## src/rtl/pms_pkg.sv

```systemverilog
package pms_pkg;
    typedef enum logic [2:0] {
        PS_FULL       = 3'd0,
        PS_DOZE_ENTRY = 3'd1,
        PS_DOZE       = 3'd2,
        PS_COPYBACK   = 3'd3,
        PS_QUIESCE    = 3'd4,
        PS_LOW_ENTRY  = 3'd5,
        PS_NAP        = 3'd6,
        PS_SLEEP      = 3'd7
    } pwr_state_e;

    localparam int MODE_W    = 16;
    localparam int DOZE_BIT  = 8;
    localparam int NAP_BIT   = 9;
    localparam int SLEEP_BIT = 10;
    localparam int DPM_BIT   = 11;
endpackage

```

## src/rtl/pms_req_reg.sv

```systemverilog
module pms_req_reg
    import pms_pkg::*;
(
    input  logic              clk,
    input  logic              rst_n,
    input  logic              we,
    input  logic [MODE_W-1:0] wdata,
    input  logic              clr_req,
    output logic [MODE_W-1:0] rdata,
    output logic              dpm_en,
    output logic              want_doze,
    output logic              want_nap,
    output logic              want_sleep
);
    logic dpm_q, doze_q, nap_q, sleep_q;
    logic unused_bits;

    assign unused_bits = ^{wdata[MODE_W-1:DPM_BIT+1], wdata[DOZE_BIT-1:0]};

    always_ff @(posedge clk or negedge rst_n) begin
        if (!rst_n) begin
            dpm_q   <= 1'b0;
            doze_q  <= 1'b0;
            nap_q   <= 1'b0;
            sleep_q <= 1'b0;
        end else begin
            if (we) dpm_q <= wdata[DPM_BIT];
            if (clr_req) begin
                doze_q  <= 1'b0;
                nap_q   <= 1'b0;
                sleep_q <= 1'b0;
            end else if (we) begin
                doze_q  <= wdata[DOZE_BIT];
                nap_q   <= wdata[NAP_BIT];
                sleep_q <= wdata[SLEEP_BIT];
            end
        end
    end

    always_comb begin
        rdata            = '0;
        rdata[DPM_BIT]   = dpm_q;
        rdata[SLEEP_BIT] = sleep_q;
        rdata[NAP_BIT]   = nap_q;
        rdata[DOZE_BIT]  = doze_q;
    end

    assign dpm_en     = dpm_q;
    assign want_sleep = sleep_q;
    assign want_nap   = nap_q & ~sleep_q;
    assign want_doze  = doze_q & ~nap_q & ~sleep_q;
endmodule

```

## src/rtl/pms_delay_cnt.sv

```systemverilog
module pms_delay_cnt #(
    parameter int DLY = 4
) (
    input  logic clk,
    input  logic rst_n,
    input  logic run,
    output logic done
);
    localparam int CW = (DLY < 2) ? 1 : $clog2(DLY);
    localparam logic [CW-1:0] LAST = CW'(DLY - 1);

    logic [CW-1:0] cnt_q;

    always_ff @(posedge clk or negedge rst_n) begin
        if (!rst_n)                   cnt_q <= '0;
        else if (!run || cnt_q == LAST) cnt_q <= '0;
        else                          cnt_q <= cnt_q + 1'b1;
    end

    assign done = run && (cnt_q == LAST);
endmodule

```

## src/rtl/pms_clk_gate.sv

```systemverilog
module pms_clk_gate
    import pms_pkg::*;
#(
    parameter int NUM_UNITS = 4
) (
    input  pwr_state_e           st,
    input  logic                 dpm_en,
    input  logic [NUM_UNITS-1:0] unit_busy,
    output logic [NUM_UNITS-1:0] unit_clk_en,
    output logic                 snoop_clk_en,
    output logic                 tb_clk_en,
    output logic                 dcache_en,
    output logic                 rcv_en,
    output logic                 clkregen_en,
    output logic                 qreq
);
    logic awake;

    always_comb begin
        awake        = 1'b0;
        snoop_clk_en = 1'b1;
        tb_clk_en    = 1'b1;
        dcache_en    = 1'b0;
        rcv_en       = 1'b1;
        clkregen_en  = 1'b1;
        qreq         = 1'b0;
        unique case (st)
            PS_FULL, PS_DOZE_ENTRY: begin
                awake     = 1'b1;
                dcache_en = 1'b1;
            end
            PS_QUIESCE, PS_LOW_ENTRY: begin
                awake     = 1'b1;
                dcache_en = 1'b1;
                qreq      = 1'b1;
            end
            PS_DOZE: ;
            PS_COPYBACK: dcache_en = 1'b1;
            PS_NAP: begin
                snoop_clk_en = 1'b0;
                rcv_en       = 1'b0;
                qreq         = 1'b1;
            end
            PS_SLEEP: begin
                snoop_clk_en = 1'b0;
                tb_clk_en    = 1'b0;
                rcv_en       = 1'b0;
                clkregen_en  = 1'b0;
                qreq         = 1'b1;
            end
        endcase
    end

    for (genvar i = 0; i < NUM_UNITS; i++) begin : g_unit
        assign unit_clk_en[i] = awake & (~dpm_en | unit_busy[i]);
    end
endmodule

```

## src/rtl/pwr_mode_seq.sv

```systemverilog
module pwr_mode_seq
    import pms_pkg::*;
#(
    parameter int NUM_UNITS = 4,
    parameter int ENTRY_DLY = 4
) (
    input  logic                 clk,
    input  logic                 rst_n,
    input  logic                 soft_rst,
    input  logic                 mode_we,
    input  logic [15:0]          mode_wdata,
    output logic [15:0]          mode_rdata,
    input  logic [NUM_UNITS-1:0] unit_busy,
    input  logic                 snoop_hit,
    input  logic                 copyback_done,
    input  logic                 irq_ext,
    input  logic                 irq_smi,
    input  logic                 irq_mchk,
    input  logic                 irq_dec,
    input  logic                 qack,
    output logic                 qreq,
    output logic [NUM_UNITS-1:0] unit_clk_en,
    output logic                 snoop_clk_en,
    output logic                 tb_clk_en,
    output logic                 dcache_en,
    output logic                 rcv_en,
    output logic                 clkregen_en,
    output logic                 tb_reload,
    output logic [2:0]           pwr_state
);
    pwr_state_e st_q, st_nxt;
    logic       wake, clr_req, dly_done, dly_run;
    logic       dpm_en, want_doze, want_nap, want_sleep;
    logic       tgt_sleep_q, reload_q;

    assign wake    = irq_ext | irq_smi | irq_mchk | irq_dec | soft_rst;
    assign dly_run = (st_q == PS_DOZE_ENTRY) || (st_q == PS_LOW_ENTRY);

    pms_req_reg u_req (
        .clk        (clk),
        .rst_n      (rst_n),
        .we         (mode_we),
        .wdata      (mode_wdata),
        .clr_req    (clr_req),
        .rdata      (mode_rdata),
        .dpm_en     (dpm_en),
        .want_doze  (want_doze),
        .want_nap   (want_nap),
        .want_sleep (want_sleep)
    );

    pms_delay_cnt #(.DLY(ENTRY_DLY)) u_dly (
        .clk   (clk),
        .rst_n (rst_n),
        .run   (dly_run),
        .done  (dly_done)
    );

    always_comb begin
        st_nxt  = st_q;
        clr_req = 1'b0;
        if (st_q != PS_FULL && wake) begin
            st_nxt  = PS_FULL;
            clr_req = 1'b1;
        end else begin
            unique case (st_q)
                PS_FULL: begin
                    if (soft_rst)                    clr_req = 1'b1;
                    else if (want_sleep || want_nap) st_nxt  = PS_QUIESCE;
                    else if (want_doze)              st_nxt  = PS_DOZE_ENTRY;
                end
                PS_DOZE_ENTRY: if (dly_done)      st_nxt = PS_DOZE;
                PS_DOZE:       if (snoop_hit)     st_nxt = PS_COPYBACK;
                PS_COPYBACK:   if (copyback_done) st_nxt = PS_DOZE;
                PS_QUIESCE:    if (qack)          st_nxt = PS_LOW_ENTRY;
                PS_LOW_ENTRY:  if (dly_done)      st_nxt = tgt_sleep_q ? PS_SLEEP : PS_NAP;
                PS_NAP, PS_SLEEP: ;
            endcase
        end
    end

    always_ff @(posedge clk or negedge rst_n) begin
        if (!rst_n) begin
            st_q        <= PS_FULL;
            tgt_sleep_q <= 1'b0;
            reload_q    <= 1'b0;
        end else begin
            st_q <= st_nxt;
            if (st_q == PS_FULL && st_nxt == PS_QUIESCE) tgt_sleep_q <= want_sleep;
            if (st_q == PS_SLEEP && wake) reload_q <= 1'b1;
            else if (mode_we)             reload_q <= 1'b0;
        end
    end

    pms_clk_gate #(.NUM_UNITS(NUM_UNITS)) u_gate (
        .st           (st_q),
        .dpm_en       (dpm_en),
        .unit_busy    (unit_busy),
        .unit_clk_en  (unit_clk_en),
        .snoop_clk_en (snoop_clk_en),
        .tb_clk_en    (tb_clk_en),
        .dcache_en    (dcache_en),
        .rcv_en       (rcv_en),
        .clkregen_en  (clkregen_en),
        .qreq         (qreq)
    );

    assign tb_reload = reload_q;
    assign pwr_state = st_q;
endmodule

```

## config.mk

```make
export PLATFORM = sky130hd
export DESIGN_NAME = pwr_mode_seq
export DESIGN_NICKNAME = d
export VERILOG_FILES = /design/src/rtl/pms_pkg.sv /design/src/rtl/pms_req_reg.sv /design/src/rtl/pms_delay_cnt.sv /design/src/rtl/pms_clk_gate.sv /design/src/rtl/pwr_mode_seq.sv
export SDC_FILE = /design/constraint.sdc
export NUM_CORES = 1
export LEC_CHECK = 0
export BUFFER_PORTS_ARGS = -buffer_cell sky130_fd_sc_hd__buf_2
export CAP_MARGIN = 40
export CORE_MARGIN = 5
export CORE_UTILIZATION = 42
export DETAILED_ROUTE_END_ITERATION = 16
export HOLD_SLACK_MARGIN = 0.06
export PLACE_DENSITY = 0.84
export SYNTH_ARGS = -nofsm -noshare
export SYNTH_HDL_FRONTEND = slang
export SYNTH_HIERARCHICAL = 1
export SYNTH_SLANG_ARGS = --single-unit
```

## constraint.sdc

```tcl
create_clock -name clk -period 5.3 [get_ports clk]
set_clock_uncertainty 0.2 [all_clocks]
set_input_delay 0.53 -clock clk [delete_from_list [all_inputs] [get_ports clk]]
set_output_delay 0.53 -clock clk [all_outputs]
set_load 0.01 [all_outputs]
```

Yosys cells after proc, flatten, opt, wreduce, memory -nomap -nowiden

Cells that the tools add are included.

Register bits after elaboration: 11
Input bits: 31
Output and inout port bits: 30
Word-level logic and storage cells: 80

$add $sub $neg: 1
Equal/unequal tests: 9
Mux-type cells: 28
Bitwise logic cells: 18
Reductions and logical operators: 16

Operator list:

| kind                                                                  | number |
|---|---|
| 3-bit 2-to-1 mux                                                      | 9 |
| 3-bit one-hot mux with 6 select lines                                 | 1 |
| 1-bit 2-to-1 mux                                                      | 17 |
| 3-bit equality test, second input constant                            | 5 |
| 1-bit bitwise OR                                                      | 8 |
| 4-bit OR reduction                                                    | 2 |
| 1-bit bitwise AND                                                     | 7 |
| 3-bit by 2-bit equality test with 1-bit output, second input constant | 2 |
| 5-bit OR reduction                                                    | 1 |
| 1-bit logical AND                                                     | 4 |
| 2-bit nonzero test                                                    | 2 |
| 3-bit by 1-bit equality test with 1-bit output, second input constant | 1 |
| 3-bit zero test                                                       | 1 |
| 1-bit logical OR                                                      | 3 |
| 1-bit NOT                                                             | 3 |
| 3-bit nonzero test                                                    | 1 |
| 2-bit by 1-bit adder with 2-bit output, second input constant         | 1 |
| 2-bit equality test, second input constant                            | 1 |
| 2-bit 2-to-1 mux                                                      | 1 |
| 2-bit OR reduction                                                    | 1 |
| 1-bit zero test                                                       | 1 |

Longest topological paths before layout

Depth after elaboration: 10
Mapped depth: 7
Depth with buffers taken out: 6

Modules after synthesis

The synthesis kept the hierarchy.

By module, submodules not included:

| module        | times used | cells each | area each (um2) | sequential area each (um2) |
|---|---|---|---|---|
| pwr_mode_seq  | 1          | 35         | 335.3           | 125.1 |
| pms_req_reg   | 1          | 30         | 290.3           | 100.1 |
| pms_delay_cnt | 1          | 6          | 91.3            | 50.0 |
| pms_clk_gate  | 1          | 15         | 71.3            | 0.0 |

Worst setup path after synthesis

OpenSTA, ideal clock, no wires.

Path type: flip-flop to flip-flop
From: reg st_q[1] (netlist: pwr_state[1])
To: reg st_q[0] (netlist: pwr_state[0])
Library setup time: 87 ps
Arrival: 1495 ps
Required time: 5013 ps
Slack: 3518 ps
Stages on the path, launching flop included: 7
Path buffers: 1
Clock period less this slack: 1782 ps
Path through: dfrtp_1 buf_2 nor2_1 and2_2 o311ai_4 nand2_2 a211oi_2

Cells in the longest elaborated chain, start to end: 6
Elaborated cells between the ends (all ways): 14
Those cells by class: 5 x eq/ne; 4 x mux; 5 x reduce/logical

Ends and longest elaborated chain:

| item                                                                                  | line                                   | source |
|---|---|---|
| start: declaration                                                                    | pwr_mode_seq.sv:31                     | `pwr_state_e st_q, st_nxt;` |
| start signal: assignment                                                              | pwr_mode_seq.sv:88                     | `st_q <= st_nxt;` |
| 3-bit by 1-bit equality test with 1-bit output or 3-bit equality test (tied branches) | pwr_mode_seq.sv:37                     | `assign dly_run = (st_q == PS_DOZE_ENTRY) \|\| (st_q == PS_LOW_ENTRY);` |
| 1-bit logical OR (*)                                                                  | pwr_mode_seq.sv:37                     |  |
| net dly_run                                                                           | pwr_mode_seq.sv:32                     | `logic wake, clr_req, dly_done, dly_run;` |
| 1-bit logical AND (*)                                                                 | pms_delay_cnt.sv:20                    | `assign done = run && (cnt_q == LAST);` |
| net dly_done                                                                          | pwr_mode_seq.sv:32                     |  |
| 3-bit 2-to-1 mux (on tied branches)                                                   | pwr_mode_seq.sv:76, pwr_mode_seq.sv:72 |  |
| 3-bit one-hot mux with 6 select lines (*)                                             | pwr_mode_seq.sv:66                     | `unique case (st_q)` |
| 3-bit 2-to-1 mux (*)                                                                  | pwr_mode_seq.sv:62                     | `if (st_q != PS_FULL && wake) begin` |
| net st_nxt[0]                                                                         | pwr_mode_seq.sv:31                     |  |

The timed path passes the listed nets; every way through them passes the cells marked *.
A chain may end at the register's enable or synchronous reset.

Worst setup path in the final report

From: reg st_q[1] (netlist: pwr_state[1])
To: out dcache_en

Cells in the longest elaborated chain, start to end: 3
Elaborated cells between the ends (all ways): 7
Those cells by class: 4 x eq/ne; 1 x mux; 2 x reduce/logical

Ends and longest elaborated chain:

| item                                                                         | line               | source |
|---|---|---|
| 3-bit by 1-bit equality test with 1-bit output, or another cell as far along | pms_clk_gate.sv:27 | `unique case (st)` |
| 5-bit OR reduction (no line) (*)                                             | -                  |  |
| 1-bit 2-to-1 mux (*)                                                         | pms_clk_gate.sv:27 |  |
| end: declaration                                                             | pwr_mode_seq.sv:25 | `output logic dcache_en,` |

Mark *: on every way between the ends. The rest lies on a longest branch, timed or not.

==> impl_metrics.yaml <==
setup_path:
  max_stage_delay_ns: 0.70
  critPathTopFamily: "flip-flops"
  cp_max_fo: 18
  end_kind: "output pin"
  r2r.worst_path.cells: 5
  worstPathRequired_ns: 4.57
  path_class: "reg -> out"
  worstPathArrival_ns: 1.30
  setup.worst_path.start_class: "flip-flop"
  crit_path_cell_trace: "o21ai_0 -> buf_2"
  cp.depth: 2
  path_buf_inv: 1
  crit_path_top_delay_cell: "dfrtp_1"
place:
  place.gp.congestion: 0.856
  dp_slack_ns: 3.40
  place_area_um2: 892
  dp.final_hpwl_um: 1340
  place.port_buffers: 36
routing:
  drc_errors: 0
  wl_per_cell_um: 11.4
  drt_pass1_iterations: 5
  vias: 650
  drt_iter0_drc: 6
  ant_nets: 0
  totalWireLength_um: 1620
  vias_per_cell: 4.58
final_layout:
  diodes: 0
  nets: 150
  finalInstanceArea_um2: 928
  final_cell_mix: "buf_2, conb_1, dfrtp_1"
  final_common_cell: "buf_2"
  drive_above_1_share_pct: 41.0
  area_delta_synth_final_pct: 17.8
pwr:
  power_density_nw_per_um2: 275
  power.leakage_nw: 0.488
  power.internal_uw: 168
  power_frac_comb_pct: 32.0
  swShare_pct: 34.1
  switchingPower_uw: 87.1
  peakVddDrop_v: 0.000181
  clockPowerShare_pct: 21.5
  pwr-share-seq_pct: 46.4
floorplanning:
  io_pins: 61
  fp.dieW_um: 53.3
  initial_core_util_pct: 44.7
  die-area_um2: 2840
  core_um2: 1760
  rows: 15
  die_h_um: 53.3
clocking:
  cts_resized: 0
  root_buffer: "clkbuf_4"
  ctsHtreeMaxLevel: 1
  clk_pin_slew_ns: 0.07
  clock_sinks: 11
  postCtsHoldBufs: 1
  numCtsBuffers: 3
  post_cts_buffers: 0
  cts_buffer_depth: 2
  insertion_delay_ns: 0.26
  cts_tree: "yes"
sta:
  final_hold_viol_count: 0
  period_minus_slack_ns: 2.03
  max_freq_mhz: 492
  fin_tns_setup_ns: 0
  fin_crit_sh_pct: 38.4
  fin_ws_ns: 3.27
  relSlewSlack_pct: 62.7
  worstMarginPinSlew_ns: 0.560
  worst_hold_slack_ns: 0.253
  slew_violations: 0
  setup_viol: 0
  rsz0062_at_grt: "no"
global_routing:
  grt_max_degree: 19
  grt_use_total_pct: 11.7
  grt_pass1_wl_um: 2410
  grt_pass1_vias: 548
  overflow: 0
  antenna_found_initial: 0
min_path:
  hold_depth: 1
  hold_class: "reg -> reg"
yosys:
  ys.flop_type: "dfrtp_1"
  ys_seq_area_share_pct: 34.9
  syn_area_um2: 788
  async_reset_ff_share_pct: 100
  yosys_warnings: 6
  synth.ff_latch_count: 11
  synth.avg_cell_area_um2: 9.17
  synth_edf_count: 0
  ys_types: 32
  synth_cells: 86
outcome:
  status: "finished clean"
job:
  drv_cap: 0
power groups by stage:
stage          logic, mW  registers (mW)  clock network (mW)
2_1_floorplan     0.0712           0.115                   0
3_3_place_gp      0.0784           0.119                   0
3_5_place_dp      0.0803           0.121                   0
4_1_cts           0.0823           0.118              0.0571
5_1_grt           0.0919           0.122              0.0617
6_report          0.0818           0.119              0.0551
per-layer routing:
metal  vias to the layer above  global-route usage, %  share of wire (%)
met1                       290                   13.1                 39
met3                         4                   3.66                9.4
met5                         -                      0                  0
li1                        324                      -                  -
met2                        32                   20.0                 50
met4                         0                   5.11                1.9
through the flow:
stage               util, %  instances  total power [mW]
global placement       50.6        137             0.198
CTS                    52.6        142             0.258
detailed placement     50.6        137             0.201
finish                 52.6        142             0.256
global route           52.6        142             0.276
floorplan                 -         97             0.186
state kept, by name, indices dropped and copies added, names as in the netlist:
name	cells
pwr_state	3
tb_reload	1
tgt_sleep_q	1
u_dly/cnt_q	2
u_req/doze_q	1
u_req/dpm_en	1
u_req/nap_q	1
u_req/want_sleep	1
Yosys cell counts (all sizes together), types with 2 or more instances:
cell type	n	area, um2
buf	20	145
o21ai	3	15.0
nand2	5	21.3
dfrtp	11	275
a21oi	5	25.0
inv	7	26.3
nor3b	3	27.5
nand3	2	10.0
mux2i	3	30.0
nor2	8	37.5
nor3	2	10.0
cell type report:
cell class | instances | area (um2)
Timing Repair Buffer | 37 | 190
Inverter | 7 | 26.3
Multi-Input combinational cell | 58 | 379
Clock buffer | 4 | 26.3
Tap cell | 25 | 31.3
Fill cell | 177 | 836
Sequential cell | 11 | 275
cell families (layout without fill, tap and decap cells):
| family | Yosys count | in the layout | synth area share (%) |
|---|---|---|---|
| AOI/OAI and AO/OA | 14 | 14 | 14.0 |
| DFF | 11 | 11 | 34.9 |
| and+or+nand+nor | 27 | 27 | 21.6 |
| muxes | 4 | 4 | 5.24 |
| other | 1 | 12 | 0.476 |
| adders and majority gates | 1 | 1 | 1.59 |
| buffers and inverters | 28 | 48 | 22.2 |
path summary, 6_finish.rpt:
path	slack [ns]	startpoint	end
worst max-delay path	3.27	pwr_state[1]	dcache_en
worst min-delay path	0.25	u_dly/cnt_q[0]	u_dly/cnt_q[0]
worst max register to register	3.40	pwr_state[1]	pwr_state[0]
worst min register to register	0.25	u_dly/cnt_q[0]	u_dly/cnt_q[0]
max in group asynchronous	4.22	rst_n	u_dly/cnt_q[1]
min in group asynchronous	0.48	rst_n	pwr_state[1]
(Power assumes the default switching activity.)
